--- src/rtl/hwctl_pkg.sv ---
// Package: hwctl_pkg
// Shared default widths and the step-counter action encoding used by the
// instruction decode and phase sequencer. Assumes nothing beyond 1800-2017.
package hwctl_pkg;

    localparam int DEF_INSN_W = 16;
    localparam int DEF_ADDR_W = 12;
    localparam int DEF_OP_W   = 3;
    localparam int DEF_SEQ_W  = 4;

    // What the step counter does at the next edge.
    typedef enum logic [1:0] {
        SEQ_HOLD = 2'b00,
        SEQ_STEP = 2'b01,
        SEQ_ZERO = 2'b10
    } seq_act_e;

endpackage

--- src/rtl/insn_capture.sv ---
// Module: insn_capture
// Holds the instruction word and splits it into the address field, the
// operation code and the addressing-mode bit. The mode bit has a flop of its
// own. Assumes INSN_W = ADDR_W + OP_W + 1, with the mode bit on top.
module insn_capture #(
    parameter int INSN_W = 16,
    parameter int ADDR_W = 12,
    parameter int OP_W   = 3
) (
    input  logic              clk,
    input  logic              rst_n,
    input  logic              load,
    input  logic [INSN_W-1:0] din,
    output logic [ADDR_W-1:0] addr,
    output logic [OP_W-1:0]   opcode,
    output logic              mode
);
    localparam int OP_LSB   = ADDR_W;
    localparam int OP_MSB   = ADDR_W + OP_W - 1;
    localparam int MODE_BIT = INSN_W - 1;
    localparam int BODY_W   = INSN_W - 1;

    logic [BODY_W-1:0] body_q;
    logic              mode_q;

    // Capture the word below the mode bit on a load strobe, otherwise hold.
    always_ff @(posedge clk) begin
        if (!rst_n) begin
            body_q <= '0;
        end else if (load) begin
            body_q <= din[BODY_W-1:0];
        end
    end

    // Addressing-mode flop, loaded together with the word.
    always_ff @(posedge clk) begin
        if (!rst_n) begin
            mode_q <= 1'b0;
        end else if (load) begin
            mode_q <= din[MODE_BIT];
        end
    end

    // Split the stored word into its fields.
    always_comb begin
        addr   = body_q[ADDR_W-1:0];
        opcode = body_q[OP_MSB:OP_LSB];
        mode   = mode_q;
    end

endmodule

--- src/rtl/onehot_dec.sv ---
// Module: onehot_dec
// Binary to one-hot decoder with 2**SEL_W outputs. Exactly one output is high
// for every select value. Purely combinational.
module onehot_dec #(
    parameter int SEL_W = 3
) (
    input  logic [SEL_W-1:0]      sel,
    output logic [(1<<SEL_W)-1:0] lines
);
    localparam int N_OUT = 1 << SEL_W;

    // One compare per output line.
    for (genvar k = 0; k < N_OUT; k++) begin : g_line
        assign lines[k] = (sel == SEL_W'(k));
    end

endmodule

--- src/rtl/seq_counter.sv ---
// Module: seq_counter
// Binary step counter that steps, returns to zero or holds, as the action
// input says. It wraps from its maximum value to zero. The caller resolves
// priority before the action reaches this module.
module seq_counter
    import hwctl_pkg::*;
#(
    parameter int CNT_W = 4
) (
    input  logic             clk,
    input  logic             rst_n,
    input  seq_act_e         act,
    output logic [CNT_W-1:0] count
);
    logic [CNT_W-1:0] cnt_q;
    logic [CNT_W-1:0] cnt_d;

    // Next count from the requested action; the step wraps naturally.
    always_comb begin
        unique case (act)
            SEQ_STEP: cnt_d = cnt_q + CNT_W'(1);
            SEQ_ZERO: cnt_d = '0;
            default:  cnt_d = cnt_q;
        endcase
    end

    // Count register with synchronous reset.
    always_ff @(posedge clk) begin
        if (!rst_n) begin
            cnt_q <= '0;
        end else begin
            cnt_q <= cnt_d;
        end
    end

    assign count = cnt_q;

endmodule

--- src/rtl/hwctl_front.sv ---
// Module: hwctl_front
// Instruction decode and phase sequencer. It stores the instruction word,
// decodes the operation code and the step counter into one-hot lines, and
// returns the counter to zero on an external clear or when operation line
// CLR_OP meets phase line CLR_PHASE. Either clear wins over an increment.
// Assumes a single clock and a synchronous active-low reset.
module hwctl_front
    import hwctl_pkg::*;
#(
    parameter int INSN_W    = DEF_INSN_W,
    parameter int ADDR_W    = DEF_ADDR_W,
    parameter int OP_W      = DEF_OP_W,
    parameter int SEQ_W     = DEF_SEQ_W,
    parameter int CLR_OP    = 3,
    parameter int CLR_PHASE = 4
) (
    input  logic                     clk,
    input  logic                     rst_n,
    input  logic                     insn_load,
    input  logic [INSN_W-1:0]        insn_data,
    input  logic                     seq_inc,
    input  logic                     seq_clr,
    output logic [(1<<OP_W)-1:0]     op_lines,
    output logic [(1<<SEQ_W)-1:0]    phase,
    output logic                     ind_flag,
    output logic [ADDR_W-1:0]        addr_field
);
    localparam int N_OPS    = 1 << OP_W;
    localparam int N_PHASES = 1 << SEQ_W;

    logic [OP_W-1:0]  opcode;
    logic [SEQ_W-1:0] step;
    logic             term_clr;
    seq_act_e         act;

    insn_capture #(
        .INSN_W (INSN_W),
        .ADDR_W (ADDR_W),
        .OP_W   (OP_W)
    ) u_cap (
        .clk    (clk),
        .rst_n  (rst_n),
        .load   (insn_load),
        .din    (insn_data),
        .addr   (addr_field),
        .opcode (opcode),
        .mode   (ind_flag)
    );

    onehot_dec #(.SEL_W(OP_W)) u_op_dec (
        .sel   (opcode),
        .lines (op_lines)
    );

    onehot_dec #(.SEL_W(SEQ_W)) u_ph_dec (
        .sel   (step),
        .lines (phase)
    );

    // Built-in control term: the chosen operation meets the chosen phase.
    always_comb begin
        term_clr = op_lines[CLR_OP] & phase[CLR_PHASE];
    end

    // Resolve counter priority: a clear of either kind, then a step, then hold.
    always_comb begin
        if (seq_clr || term_clr) begin
            act = SEQ_ZERO;
        end else if (seq_inc) begin
            act = SEQ_STEP;
        end else begin
            act = SEQ_HOLD;
        end
    end

    seq_counter #(.CNT_W(SEQ_W)) u_seq (
        .clk   (clk),
        .rst_n (rst_n),
        .act   (act),
        .count (step)
    );

    // Elaboration guard on the field layout and term indices.
    initial begin
        if (INSN_W != ADDR_W + OP_W + 1 || CLR_OP >= N_OPS || CLR_PHASE >= N_PHASES)
            $error("hwctl_front: bad parameter set");
    end

endmodule

--- config.mk ---
export PLATFORM = sky130hd
export DESIGN_NAME = hwctl_front
export DESIGN_NICKNAME = d
export VERILOG_FILES = /design/src/rtl/hwctl_pkg.sv /design/src/rtl/insn_capture.sv /design/src/rtl/onehot_dec.sv /design/src/rtl/seq_counter.sv /design/src/rtl/hwctl_front.sv
export SDC_FILE = /design/constraint.sdc
export NUM_CORES = 1
export LEC_CHECK = 0
export ABC_AREA = 1
export BUFFER_PORTS_ARGS = -buffer_cell sky130_fd_sc_hd__buf_2
export CAP_MARGIN = 0
export CORE_MARGIN = 1
export CORE_UTILIZATION = 45
export DETAILED_ROUTE_END_ITERATION = 6
export PLACE_DENSITY = 0.91
export SETUP_SLACK_MARGIN = 0.2
export SKIP_CTS_REPAIR_TIMING = 1
export SLEW_MARGIN = 20
export SYNTH_ARGS = -nofsm -noshare
export SYNTH_HDL_FRONTEND = slang
export SYNTH_SLANG_ARGS = --single-unit
--- constraint.sdc ---
create_clock -name clk -period 3 [get_ports clk]
set_input_delay 0.15 -clock clk [delete_from_list [all_inputs] [get_ports clk]]
set_output_delay 0.15 -clock clk [all_outputs]
set_load 0.02 [all_outputs]
==> flow_results.xml, run 1 <==
<?xml version="1.0" encoding="UTF-8"?>
<metrics>
  <group name="status">
    <metric name="run_status" unit="">completed</metric>
  </group>
  <group name="worst_setup_path">
    <metric name="worstRegToRegCells" unit="">6</metric>
    <metric name="worst_ep_arrival_time" unit="ns">1.31</metric>
    <metric name="reg2reg_slack" unit="ns">1.88</metric>
    <metric name="critical_path_sink" unit="">phase[0]</metric>
    <metric name="required" unit="ns">2.85</metric>
    <metric name="critical_path_peak_fanout" unit="">4</metric>
    <metric name="crit_start" unit="">u_seq.count[0]$_SDFFE_PN0P_</metric>
    <metric name="reg2reg_to" unit="">u_seq.count[1]$_SDFFE_PN0P_</metric>
    <metric name="crit_top_cell" unit="">inv_1</metric>
    <metric name="critical-path-max-stage-delay" unit="ns">0.39</metric>
    <metric name="r2r-start" unit="">u_seq.count[0]$_SDFFE_PN0P_</metric>
    <metric name="timing.critical_path.from_type" unit="">flip-flop</metric>
    <metric name="path_cells" unit="">inv_1 &gt; ha_1 &gt; inv_1 &gt; nor2_1 &gt; buf_2</metric>
    <metric name="path_class" unit="">flip-flop to primary output</metric>
    <metric name="crit_slowest_cell" unit="">dfxtp_1</metric>
    <metric name="timing.critical_path.to_type" unit="">primary output</metric>
  </group>
  <group name="floorplanning">
    <metric name="die_height" unit="um">47.8</metric>
    <metric name="std_cell_rows" unit="">16</metric>
    <metric name="count_of_boundary_i_o_pins" unit="">58</metric>
    <metric name="die_area" unit="um^2">2280</metric>
    <metric name="initial_core_util" unit="%">48.0</metric>
    <metric name="die_w" unit="um">47.8</metric>
    <metric name="design.core.area" unit="um^2">1960</metric>
  </group>
  <group name="routing">
    <metric name="dr_vias" unit="">1058</metric>
    <metric name="wl_met2" unit="mm">1.11</metric>
    <metric name="maxUsedRoutingLayer" unit="">met4</metric>
    <metric name="met1_length" unit="um">947</metric>
    <metric name="detailedRoute.firstIterationViolations" unit="">13</metric>
    <metric name="route.detailed.vias_per_inst" unit="">4.79</metric>
    <metric name="ant_nets" unit="">0</metric>
    <metric name="drt-wirelength-per-cell" unit="um">10.2</metric>
    <metric name="routed_wirelength" unit="mm">2.25</metric>
    <metric name="detail_route.first_pass.iterations" unit="">4</metric>
    <metric name="drc_errors" unit="">0</metric>
    <metric name="detailroute.wirelength.met3" unit="um">177</metric>
  </group>
  <group name="pwr">
    <metric name="power.switching" unit="mW">0.155</metric>
    <metric name="power.density" unit="nW/um^2">469</metric>
    <metric name="leakage_power_total" unit="nW">0.685</metric>
    <metric name="swShare" unit="%">25.6</metric>
    <metric name="power.share.clock" unit="%">35.6</metric>
    <metric name="internal_power" unit="mW">0.452</metric>
    <metric name="peakVddDrop" unit="V">0.000373</metric>
    <metric name="share_comb_of_total_power" unit="%">16.2</metric>
    <metric name="pwr-share-seq" unit="%">48.2</metric>
  </group>
  <group name="timing">
    <metric name="setup_tns" unit="ns">0</metric>
    <metric name="worst_clock_skew" unit="ns">0.0189</metric>
    <metric name="final_period_minus_worst_setup_slack" unit="ns">1.46</metric>
    <metric name="final-setup-viol-count" unit="">0</metric>
    <metric name="timing.fmax" unit="MHz">685</metric>
    <metric name="finalWorstSetupSlack" unit="ns">1.54</metric>
    <metric name="slew_violations" unit="">0</metric>
    <metric name="slew-limit-headroom" unit="%">81.3</metric>
    <metric name="tightestPinTransition" unit="ns">0.280</metric>
    <metric name="rsz0062_at_grt" unit="">no</metric>
    <metric name="timing_hold_violations_final" unit="">0</metric>
    <metric name="final.period_utilization" unit="%">48.7</metric>
  </group>
  <group name="finish">
    <metric name="fraction_of_final_layout_cells_with_drive_strength_greater_than_1" unit="%">34.5</metric>
    <metric name="final_common_cell" unit="">buf_2</metric>
    <metric name="fill_cells" unit="">174</metric>
    <metric name="nNetsFinal" unit="">220</metric>
    <metric name="mostFrequentLayoutCells" unit="">buf_2 (57), nor2_1 (48), dfxtp_1 (20)</metric>
    <metric name="storage_cell_area" unit="um^2">400</metric>
    <metric name="multiInputGateArea" unit="um^2">464</metric>
    <metric name="synthToLayoutAreaGrowth" unit="%">37.2</metric>
    <metric name="ant_diodes" unit="">0</metric>
  </group>
  <group name="place">
    <metric name="place.port_buffers" unit="">57</metric>
    <metric name="dp_hpwl" unit="mm">1.76</metric>
    <metric name="pre_cts_ws" unit="ns">1.85</metric>
    <metric name="gp_routability_congestion" unit="">0.732</metric>
  </group>
  <group name="cts">
    <metric name="root_buffer" unit="">clkbuf_4</metric>
    <metric name="number_of_buffers_added_by_the_clock_tree_synthesis_step" unit="">3</metric>
    <metric name="cts_sinks" unit="">20</metric>
    <metric name="ctsLongestPathBuffers" unit="">2</metric>
    <metric name="worst_skew_pair.late_latency" unit="ns">0.30</metric>
    <metric name="cts.clk_slew.worst_paths" unit="ns">0.12</metric>
    <metric name="cts.htree.levels" unit="">1</metric>
    <metric name="cts_tree" unit="">done</metric>
  </group>
  <group name="grt">
    <metric name="grt_first_pass_wirelength" unit="mm">3.17</metric>
    <metric name="vias_in_the_first_global_route" unit="">827</metric>
    <metric name="groute.usage.overall" unit="%">19.5</metric>
    <metric name="grt_antenna_before_repair" unit="">0</metric>
    <metric name="grt_start_max_net_pins" unit="">21</metric>
    <metric name="globalRouteOverflowTotal" unit="">0</metric>
  </group>
  <group name="logic_synthesis">
    <metric name="ys_ff_latch" unit="">20</metric>
    <metric name="number_of_instances_in_the_synthesized_netlist" unit="">137</metric>
    <metric name="syn_area_per_cell" unit="um^2">6.88</metric>
    <metric name="synth_warnings" unit="">0</metric>
    <metric name="ys_types" unit="">18</metric>
    <metric name="synth.cell_area" unit="um^2">942</metric>
    <metric name="synth_seq_area_share" unit="%">42.5</metric>
    <metric name="postSynthNetCount" unit="">162</metric>
  </group>
  <group name="job">
    <metric name="drv.max_cap_violation_count" unit="">0</metric>
  </group>
  <group name="worst_hold_path">
    <metric name="timing.hold.worst.class" unit="">input pin to flip-flop</metric>
  </group>
</metrics>
## worst min-delay path by stage
stage | to | start | depth (start not counted)
floorplan | u_cap.body_q[1]$_SDFFE_PN0P_ | insn_data[1] | 2
global placement | u_cap.body_q[3]$_SDFFE_PN0P_ | insn_data[3] | 3
detailed placement | u_cap.body_q[11]$_SDFFE_PN0P_ | insn_data[11] | 3
CTS | u_cap.body_q[11]$_SDFFE_PN0P_ | insn_data[11] | 3
global route | u_cap.body_q[11]$_SDFFE_PN0P_ | insn_data[11] | 3
finish | u_cap.body_q[6]$_SDFFE_PN0P_ | insn_data[6] | 3
## flip-flops by register name, indices dropped and copies added, names as in the netlist
name          cells
u_cap.body_q     15
u_cap.mode        1
u_seq.count       4
## metrics by stage
| step | total power [mW] | utilization (%) | instances | hold slack (ns) | cell area [um^2] |
|---|---|---|---|---|---|
| after global routing | 0.637 | 65.9 | 221 | 0.0600 | 1290 |
| after global placement | 0.392 | 63.2 | 217 | 0.370 | 1240 |
| after CTS | 0.607 | 65.9 | 221 | 0.0655 | 1290 |
| after floorplan | 0.358 | - | 137 | 0.285 | 942 |
| after detailed placement | 0.396 | 63.2 | 217 | 0.382 | 1240 |
| final | 0.607 | 65.9 | 221 | 0.0611 | 1290 |
## critical path: cells and delay by family, from the launching register on
family                   cells  cell delay [ns]
AND/OR/NAND/NOR              1             0.05
flip-flops                   1             0.39
adder cells (fa/ha/maj)      1             0.23
buffers and inverters        3             0.35
## Yosys cell counts
master	instances	area, um^2
buf_2	2	10.0
dfxtp_1	20	400
buf_4	1	7.51
o21ai_1	2	10.0
nand3_1	4	20.0
nor2_2	1	6.26
nor3_1	6	30.0
inv_1	14	52.6
nor2_1	48	180
nand3_2	1	10.0
nand2_1	9	33.8
buf_1	1	3.75
nor2_4	1	11.3
nand2_2	2	12.5
inv_2	1	3.75
a21oi_1	3	15.0
ha_1	4	50.1
o21ai_0	17	85.1
## final cells by class
type                       instances  share of cell area [%]
clock inverter                     1                    2.32
timing repair buffer              57                    22.1
inverter                          15                    4.36
clock buffer                       3                    1.74
multi-input combinational         98                    35.9
tap                               27                    2.61
sequential                        20                    31.0
## metal layers
layer / track usage, % / vias to the layer above
met5: 0 / -
met4: 8.33 / 0
met3: 3.40 / 2
li1: - / 541
met2: 35.1 / 54
met1: 22.6 / 461
## cell families (layout without fill, tap and decap cells)
group                      count (synthesis)  in the layout  share of synthesized area, %
AOI/OAI and AO/OA                         22             22                          11.7
and+or+nand+nor                           72             72                          32.3
DFF                                       20             20                          42.5
buffers and inverters                     19             76                          8.23
adders and majority gates                  4              4                          5.31
## power groups by stage
stage / Combinational [mW] / Sequential [mW] / Clock, mW
finish: 0.0983 / 0.292 / 0.216
global route: 0.109 / 0.294 / 0.233
CTS: 0.0986 / 0.292 / 0.217
detailed placement: 0.0986 / 0.298 / 0
global placement: 0.0955 / 0.297 / 0
floorplan: 0.0462 / 0.312 / 0
Note: power is estimated with default switching activity, not from simulation.
==> run 2, diff against run 1 <==
--- a/config.mk
+++ b/config.mk
@@ -9,9 +9,9 @@
 export BUFFER_PORTS_ARGS = -buffer_cell sky130_fd_sc_hd__buf_2
 export CAP_MARGIN = 0
 export CORE_MARGIN = 1
-export CORE_UTILIZATION = 45
+export CORE_UTILIZATION = 37
 export DETAILED_ROUTE_END_ITERATION = 6
-export PLACE_DENSITY = 0.91
+export PLACE_DENSITY = 0.81
 export SETUP_SLACK_MARGIN = 0.2
 export SKIP_CTS_REPAIR_TIMING = 1
 export SLEW_MARGIN = 20
==> constraint.sdc (replaced) <==
create_clock -name clk -period 1.3 [get_ports clk]
set_input_delay 0.065 -clock clk [delete_from_list [all_inputs] [get_ports clk]]
set_output_delay 0.065 -clock clk [all_outputs]
set_load 0.02 [all_outputs]
==> flow_results.xml, run 2 (synthesis results as in run 1) <==
<?xml version="1.0" encoding="UTF-8"?>
<metrics>
  <group name="timing">
    <metric name="fin_hold_ws" unit="ns">-0.0110</metric>
    <metric name="final.period_utilization" unit="%">97.6</metric>
    <metric name="slew-limit-headroom" unit="%">80.9</metric>
    <metric name="tightestPinTransition" unit="ns">0.287</metric>
    <metric name="worst_clock_skew" unit="ns">0.00451</metric>
    <metric name="timing.fmax" unit="MHz">788</metric>
    <metric name="setup_tns" unit="ns">0</metric>
    <metric name="final_period_minus_worst_setup_slack" unit="ns">1.27</metric>
    <metric name="rsz0062_at_grt" unit="">yes</metric>
    <metric name="slew_violations" unit="">0</metric>
    <metric name="final-setup-viol-count" unit="">0</metric>
    <metric name="timing_hold_violations_final" unit="">4</metric>
  </group>
  <group name="job">
    <metric name="drv.max_cap_violation_count" unit="">0</metric>
  </group>
  <group name="worst_setup_path">
    <metric name="critical-path-max-stage-delay" unit="ns">0.35</metric>
    <metric name="crit_slowest_cell" unit="">dfxtp_2</metric>
    <metric name="path_cells" unit="">inv_2 &gt; nand2_1 &gt; nor2_1 &gt; buf_4</metric>
    <metric name="worst_ep_arrival_time" unit="ns">1.20</metric>
    <metric name="timing.critical_path.from_type" unit="">flip-flop</metric>
    <metric name="timing.critical_path.to_type" unit="">primary output</metric>
    <metric name="reg2reg_to" unit="">u_seq.count[1]$_SDFFE_PN0P_</metric>
    <metric name="worstRegToRegCells" unit="">6</metric>
    <metric name="required" unit="ns">1.24</metric>
    <metric name="cpLargestDelayFamily" unit="">flip-flops</metric>
    <metric name="critical_path_peak_fanout" unit="">4</metric>
    <metric name="worstPathBufferInverterCount" unit="">2</metric>
    <metric name="path_class" unit="">flip-flop to primary output</metric>
    <metric name="reg2reg_slack" unit="ns">0.24</metric>
    <metric name="r2r-start" unit="">u_seq.count[0]$_SDFFE_PN0P_</metric>
  </group>
  <group name="finish">
    <metric name="postLayoutCellArea" unit="um^2">1620</metric>
    <metric name="layoutNonFillerInstCount" unit="">230</metric>
    <metric name="ant_diodes" unit="">0</metric>
    <metric name="nNetsFinal" unit="">228</metric>
    <metric name="post-route-util" unit="%">70.6</metric>
    <metric name="largest_reg_flops" unit="">15</metric>
    <metric name="top_register" unit="">u_cap.body_q</metric>
    <metric name="fraction_of_final_layout_cells_with_drive_strength_greater_than_1" unit="%">53.5</metric>
    <metric name="synthToLayoutAreaGrowth" unit="%">72.2</metric>
    <metric name="final_common_cell" unit="">nor2_1</metric>
    <metric name="mostFrequentLayoutCells" unit="">nor2_1 (38), buf_2 (33), o21ai_0 (17), buf_4 (17), dfxtp_1 (13)</metric>
  </group>
  <group name="worst_hold_path">
    <metric name="timing.hold.worst.class" unit="">input pin to flip-flop</metric>
    <metric name="min_delay_path_depth" unit="">3</metric>
    <metric name="min_to" unit="">u_cap.body_q[8]$_SDFFE_PN0P_</metric>
    <metric name="hold_path.startpoint" unit="">insn_data[8]</metric>
  </group>
  <group name="status">
    <metric name="violations" unit="">hold timing</metric>
    <metric name="run_status" unit="">complete, but fails checks</metric>
  </group>
  <group name="floorplanning">
    <metric name="die_w" unit="um">52.5</metric>
    <metric name="die_height" unit="um">52.5</metric>
    <metric name="initial_core_util" unit="%">41.0</metric>
    <metric name="design.core.area" unit="um^2">2300</metric>
    <metric name="die_area" unit="um^2">2750</metric>
    <metric name="std_cell_rows" unit="">17</metric>
    <metric name="count_of_boundary_i_o_pins" unit="">58</metric>
  </group>
  <group name="grt">
    <metric name="vias_in_the_first_global_route" unit="">886</metric>
    <metric name="globalRouteOverflowTotal" unit="">0</metric>
    <metric name="grt_antenna_before_repair" unit="">0</metric>
    <metric name="grt_start_max_net_pins" unit="">21</metric>
    <metric name="grt_first_pass_wirelength" unit="mm">3.38</metric>
    <metric name="groute.usage.overall" unit="%">16.2</metric>
  </group>
  <group name="cts">
    <metric name="ctsLongestPathBuffers" unit="">2</metric>
    <metric name="cts_tree" unit="">done</metric>
    <metric name="worst_skew_pair.late_latency" unit="ns">0.29</metric>
    <metric name="number_of_buffers_added_by_the_clock_tree_synthesis_step" unit="">3</metric>
    <metric name="cts_sinks" unit="">20</metric>
    <metric name="cts.htree.levels" unit="">1</metric>
    <metric name="cts.clk_slew.worst_paths" unit="ns">0.11</metric>
    <metric name="root_buffer" unit="">clkbuf_4</metric>
  </group>
  <group name="routing">
    <metric name="route.detailed.vias_per_inst" unit="">4.82</metric>
    <metric name="drc_errors" unit="">0</metric>
    <metric name="detail_route.first_pass.iterations" unit="">4</metric>
    <metric name="routed_wirelength" unit="mm">2.59</metric>
    <metric name="detailedRoute.firstIterationViolations" unit="">22</metric>
    <metric name="dr_vias" unit="">1109</metric>
    <metric name="drt-wirelength-per-cell" unit="um">11.3</metric>
    <metric name="ant_nets" unit="">0</metric>
  </group>
  <group name="place">
    <metric name="placedCellCount" unit="">218</metric>
    <metric name="place.port_buffers" unit="">57</metric>
    <metric name="gp_routability_congestion" unit="">0.711</metric>
    <metric name="dp_hpwl" unit="mm">1.64</metric>
    <metric name="post_dp_cell_area" unit="um^2">1240</metric>
  </group>
  <group name="pwr">
    <metric name="power.density" unit="nW/um^2">812</metric>
    <metric name="leakage_power_total" unit="nW">0.744</metric>
    <metric name="total_power" unit="mW">1.32</metric>
    <metric name="peakVddDrop" unit="V">0.000866</metric>
  </group>
</metrics>
-- run 2: cell types whose count changed in the layout (fill, tap and decap cells not counted), sizes merged --
cell and delta:
dlygate4sd3 +5, clkbuf +1, buf +3, bufinv -1
-- run 2: through the flow --
stage	setup slack [ns]	hold slack, ns
3_5_place_dp	0.227	0.294
2_1_floorplan	0.219	0.200
5_1_grt	-0.0381	0.00129
3_3_place_gp	0.240	0.287
4_1_cts	-0.0946	-0.0179
6_report	0.0309	-0.0110
-- run 2: how the worst max path moves through the flow --
stage	startpoint	to	slack, ns	cells after the start
floorplan	u_cap.body_q[14]$_SDFFE_PN0P_	op_lines[5]	0.22	2
global placement	u_seq.count[0]$_SDFFE_PN0P_	u_seq.count[1]$_SDFFE_PN0P_	0.24	6
detailed placement	u_seq.count[0]$_SDFFE_PN0P_	u_seq.count[1]$_SDFFE_PN0P_	0.23	6
CTS	u_seq.count[0]$_SDFFE_PN0P_	phase[0]	-0.09	5
global route	u_seq.count[0]$_SDFFE_PN0P_	phase[10]	-0.04	5
finish	u_seq.count[2]$_SDFFE_PN0P_	phase[11]	0.03	4
-- run 2: metal layers --
metal / GRT usage [%] / share of wire [%] / up-vias
li1: - / - / 563
met1: 18.3 / 41 / 492
met2: 27.2 / 51 / 52
met3: 4.93 / 7.8 / 2
met4: 7.89 / 0.46 / 0
met5: 0 / 0 / -
-- run 2: worst register-to-register path: cells and delay by family, from the launching register on --
| kind | cells | cell delay, ns |
|---|---|---|
| and+or+nand+nor | 3 | 0.24 |
| adders and majority gates | 1 | 0.17 |
| buffers and inverters | 2 | 0.19 |
| DFF | 1 | 0.41 |
-- run 2: cell type report --
cell class / instances / area (um^2)
timing repair buffer: 65 / 455
inverter: 15 / 73.8
clock buffer: 4 / 36.3
sequential: 20 / 422
multi-input combinational: 98 / 601
tap: 28 / 35.0
fill: 186 / 674
-- run 2: power breakdown --
group / switching, mW / internal (mW) / total [mW]
Combinational: 0.167 / 0.124 / 0.291
Clock: 0.173 / 0.170 / 0.344
Sequential: 0.0375 / 0.645 / 0.683
==> run 3, diff against run 2 <==
--- a/config.mk
+++ b/config.mk
@@ -8,10 +8,12 @@
 export ABC_AREA = 1
 export BUFFER_PORTS_ARGS = -buffer_cell sky130_fd_sc_hd__buf_2
 export CAP_MARGIN = 0
+export CELL_PAD_IN_SITES_DETAIL_PLACEMENT = 1
+export CELL_PAD_IN_SITES_GLOBAL_PLACEMENT = 1
 export CORE_MARGIN = 1
-export CORE_UTILIZATION = 37
+export CORE_UTILIZATION = 24
 export DETAILED_ROUTE_END_ITERATION = 6
-export PLACE_DENSITY = 0.81
+export PLACE_DENSITY = 0.8
 export SETUP_SLACK_MARGIN = 0.2
 export SKIP_CTS_REPAIR_TIMING = 1
 export SLEW_MARGIN = 20
==> flow_results.xml, run 3 (synthesis results as in run 1) <==
<?xml version="1.0" encoding="UTF-8"?>
<metrics>
  <group name="status">
    <metric name="run_status" unit="">completed</metric>
  </group>
  <group name="routing">
    <metric name="route.detailed.vias_per_inst" unit="">4.52</metric>
    <metric name="drt-wirelength-per-cell" unit="um">12.3</metric>
    <metric name="ant_nets" unit="">0</metric>
    <metric name="dr_vias" unit="">1116</metric>
    <metric name="detailedRoute.firstIterationViolations" unit="">25</metric>
    <metric name="routed_wirelength" unit="mm">3.04</metric>
    <metric name="detail_route.first_pass.iterations" unit="">4</metric>
    <metric name="drc_errors" unit="">0</metric>
  </group>
  <group name="timing">
    <metric name="setup_tns" unit="ns">0</metric>
    <metric name="rsz0062_at_grt" unit="">yes</metric>
    <metric name="slew-limit-headroom" unit="%">78.9</metric>
    <metric name="final-setup-viol-count" unit="">0</metric>
    <metric name="timing.fmax" unit="MHz">816</metric>
    <metric name="slew_violations" unit="">0</metric>
    <metric name="final.period_utilization" unit="%">94.3</metric>
    <metric name="worst_clock_skew" unit="ns">0.00828</metric>
    <metric name="tightestPinTransition" unit="ns">0.316</metric>
    <metric name="timing_hold_violations_final" unit="">0</metric>
    <metric name="final_period_minus_worst_setup_slack" unit="ns">1.23</metric>
    <metric name="fin_hold_ws" unit="ns">0.0228</metric>
  </group>
  <group name="worst_setup_path">
    <metric name="timing.critical_path.from_type" unit="">flip-flop</metric>
    <metric name="critical_path_peak_fanout" unit="">4</metric>
    <metric name="worst_ep_arrival_time" unit="ns">1.16</metric>
    <metric name="worstRegToRegCells" unit="">6</metric>
    <metric name="timing.critical_path.to_type" unit="">primary output</metric>
    <metric name="path_class" unit="">flip-flop to primary output</metric>
    <metric name="required" unit="ns">1.24</metric>
  </group>
  <group name="pwr">
    <metric name="power.density" unit="nW/um^2">922</metric>
    <metric name="leakage_power_total" unit="nW">0.759</metric>
    <metric name="peakVddDrop" unit="V">0.000742</metric>
  </group>
  <group name="grt">
    <metric name="grt_antenna_before_repair" unit="">0</metric>
    <metric name="groute.usage.overall" unit="%">13.2</metric>
    <metric name="vias_in_the_first_global_route" unit="">1082</metric>
    <metric name="grt_first_pass_wirelength" unit="mm">4.45</metric>
    <metric name="grt_start_max_net_pins" unit="">21</metric>
    <metric name="globalRouteOverflowTotal" unit="">0</metric>
  </group>
  <group name="worst_hold_path">
    <metric name="timing.hold.worst.class" unit="">input pin to flip-flop</metric>
    <metric name="min_delay_path_depth" unit="">3</metric>
  </group>
  <group name="finish">
    <metric name="fraction_of_final_layout_cells_with_drive_strength_greater_than_1" unit="%">59.8</metric>
    <metric name="nNetsFinal" unit="">225</metric>
    <metric name="top_register" unit="">u_cap.body_q</metric>
    <metric name="mostFrequentLayoutCells" unit="">buf_2 (34), nor2_1 (32), o21ai_0 (16)</metric>
    <metric name="synthToLayoutAreaGrowth" unit="%">81.0</metric>
    <metric name="largest_reg_flops" unit="">15</metric>
    <metric name="post-route-util" unit="%">45.9</metric>
    <metric name="ant_diodes" unit="">0</metric>
    <metric name="final_common_cell" unit="">buf_2</metric>
    <metric name="fill_cells" unit="">465</metric>
  </group>
  <group name="job">
    <metric name="drv.max_cap_violation_count" unit="">0</metric>
  </group>
  <group name="place">
    <metric name="dp_hpwl" unit="mm">2.01</metric>
    <metric name="place.port_buffers" unit="">57</metric>
    <metric name="gp_routability_congestion" unit="">0.704</metric>
  </group>
  <group name="cts">
    <metric name="cts.clk_slew.worst_paths" unit="ns">0.08</metric>
    <metric name="cts_sinks" unit="">20</metric>
    <metric name="ctsLongestPathBuffers" unit="">2</metric>
    <metric name="cts.htree.levels" unit="">1</metric>
    <metric name="root_buffer" unit="">clkbuf_8</metric>
    <metric name="worst_skew_pair.late_latency" unit="ns">0.26</metric>
    <metric name="cts_tree" unit="">done</metric>
    <metric name="number_of_buffers_added_by_the_clock_tree_synthesis_step" unit="">3</metric>
  </group>
  <group name="floorplanning">
    <metric name="count_of_boundary_i_o_pins" unit="">58</metric>
    <metric name="design.core.area" unit="um^2">3720</metric>
    <metric name="die_area" unit="um^2">4180</metric>
    <metric name="std_cell_rows" unit="">22</metric>
    <metric name="die_height" unit="um">64.7</metric>
    <metric name="initial_core_util" unit="%">25.4</metric>
    <metric name="die_w" unit="um">64.7</metric>
  </group>
</metrics>
## run 3: cell count changes in the layout (fill, tap and decap cells not counted), moves of 2 or more
| cell | delta |
|---|---|
| nor2_1 | -6 |
| dlygate4sd3_1 | -5 |
| buf_6 | +3 |
| clkbuf_4 | -3 |
| nand2_1 | -3 |
| nor2_2 | +3 |
| nor2_4 | +3 |
| buf_4 | -2 |
| clkbuf_8 | +2 |
| inv_2 | -2 |
| inv_6 | +2 |
| nand2_2 | +2 |
## run 3: final cells by class
cell class,instances,area [um^2],share of cell area (%)
Clock buffer,3,41.3,2.42
Tap cell,48,60.1,3.52
Multi-Input combinational cell,98,637,37.3
Timing Repair Buffer,62,429,25.2
Inverter,15,83.8,4.92
Clock inverter,1,30.0,1.76
Sequential cell,20,424,24.9
## run 3: worst paths after layout
kind | from | end | slack (ns)
worst max-delay path | u_seq.count[2]$_SDFFE_PN0P_ | phase[5] | 0.07
worst min-delay path | insn_data[8] | u_cap.body_q[8]$_SDFFE_PN0P_ | 0.02
worst max register to register | u_seq.count[0]$_SDFFE_PN0P_ | u_seq.count[1]$_SDFFE_PN0P_ | 0.25
worst min register to register | u_cap.body_q[5]$_SDFFE_PN0P_ | u_cap.body_q[5]$_SDFFE_PN0P_ | 0.49
## run 3: through the flow
stage	setup slack (ns)	cell area [um^2]	std cells	power [mW]
2_1_floorplan	0.219	942	137	0.826
3_3_place_gp	0.243	1270	238	0.915
3_5_place_dp	0.197	1270	238	0.919
4_1_cts	-0.0750	1340	242	1.55
5_1_grt	-0.0123	1710	247	1.66
6_report	0.0739	1710	247	1.57
## run 3: routing by layer
| layer | track usage [%] | vias to the layer above | part of all wire (%) |
|---|---|---|---|
| met3 | 2.82 | 2 | 4.3 |
| met4 | 4.17 | 0 | 0.33 |
| met5 | 0 | - | 0 |
| li1 | - | 558 | - |
| met2 | 23.8 | 37 | 55 |
| met1 | 15.2 | 519 | 40 |
## run 3: power breakdown
| group | switching, mW | internal [mW] | total [mW] | leakage, nW |
|---|---|---|---|---|
| clock network | 0.209 | 0.411 | 0.620 | 0.0357 |
| logic | 0.165 | 0.108 | 0.273 | 0.553 |
| registers | 0.0359 | 0.643 | 0.679 | 0.170 |
## run 3: critical path, cell delays in order, from the launching register on
cell	delay, ns
dfxtp_2	0.36
inv_2	0.08
nor2_4	0.14
inv_4	0.07
nor2_1	0.10
buf_4	0.14
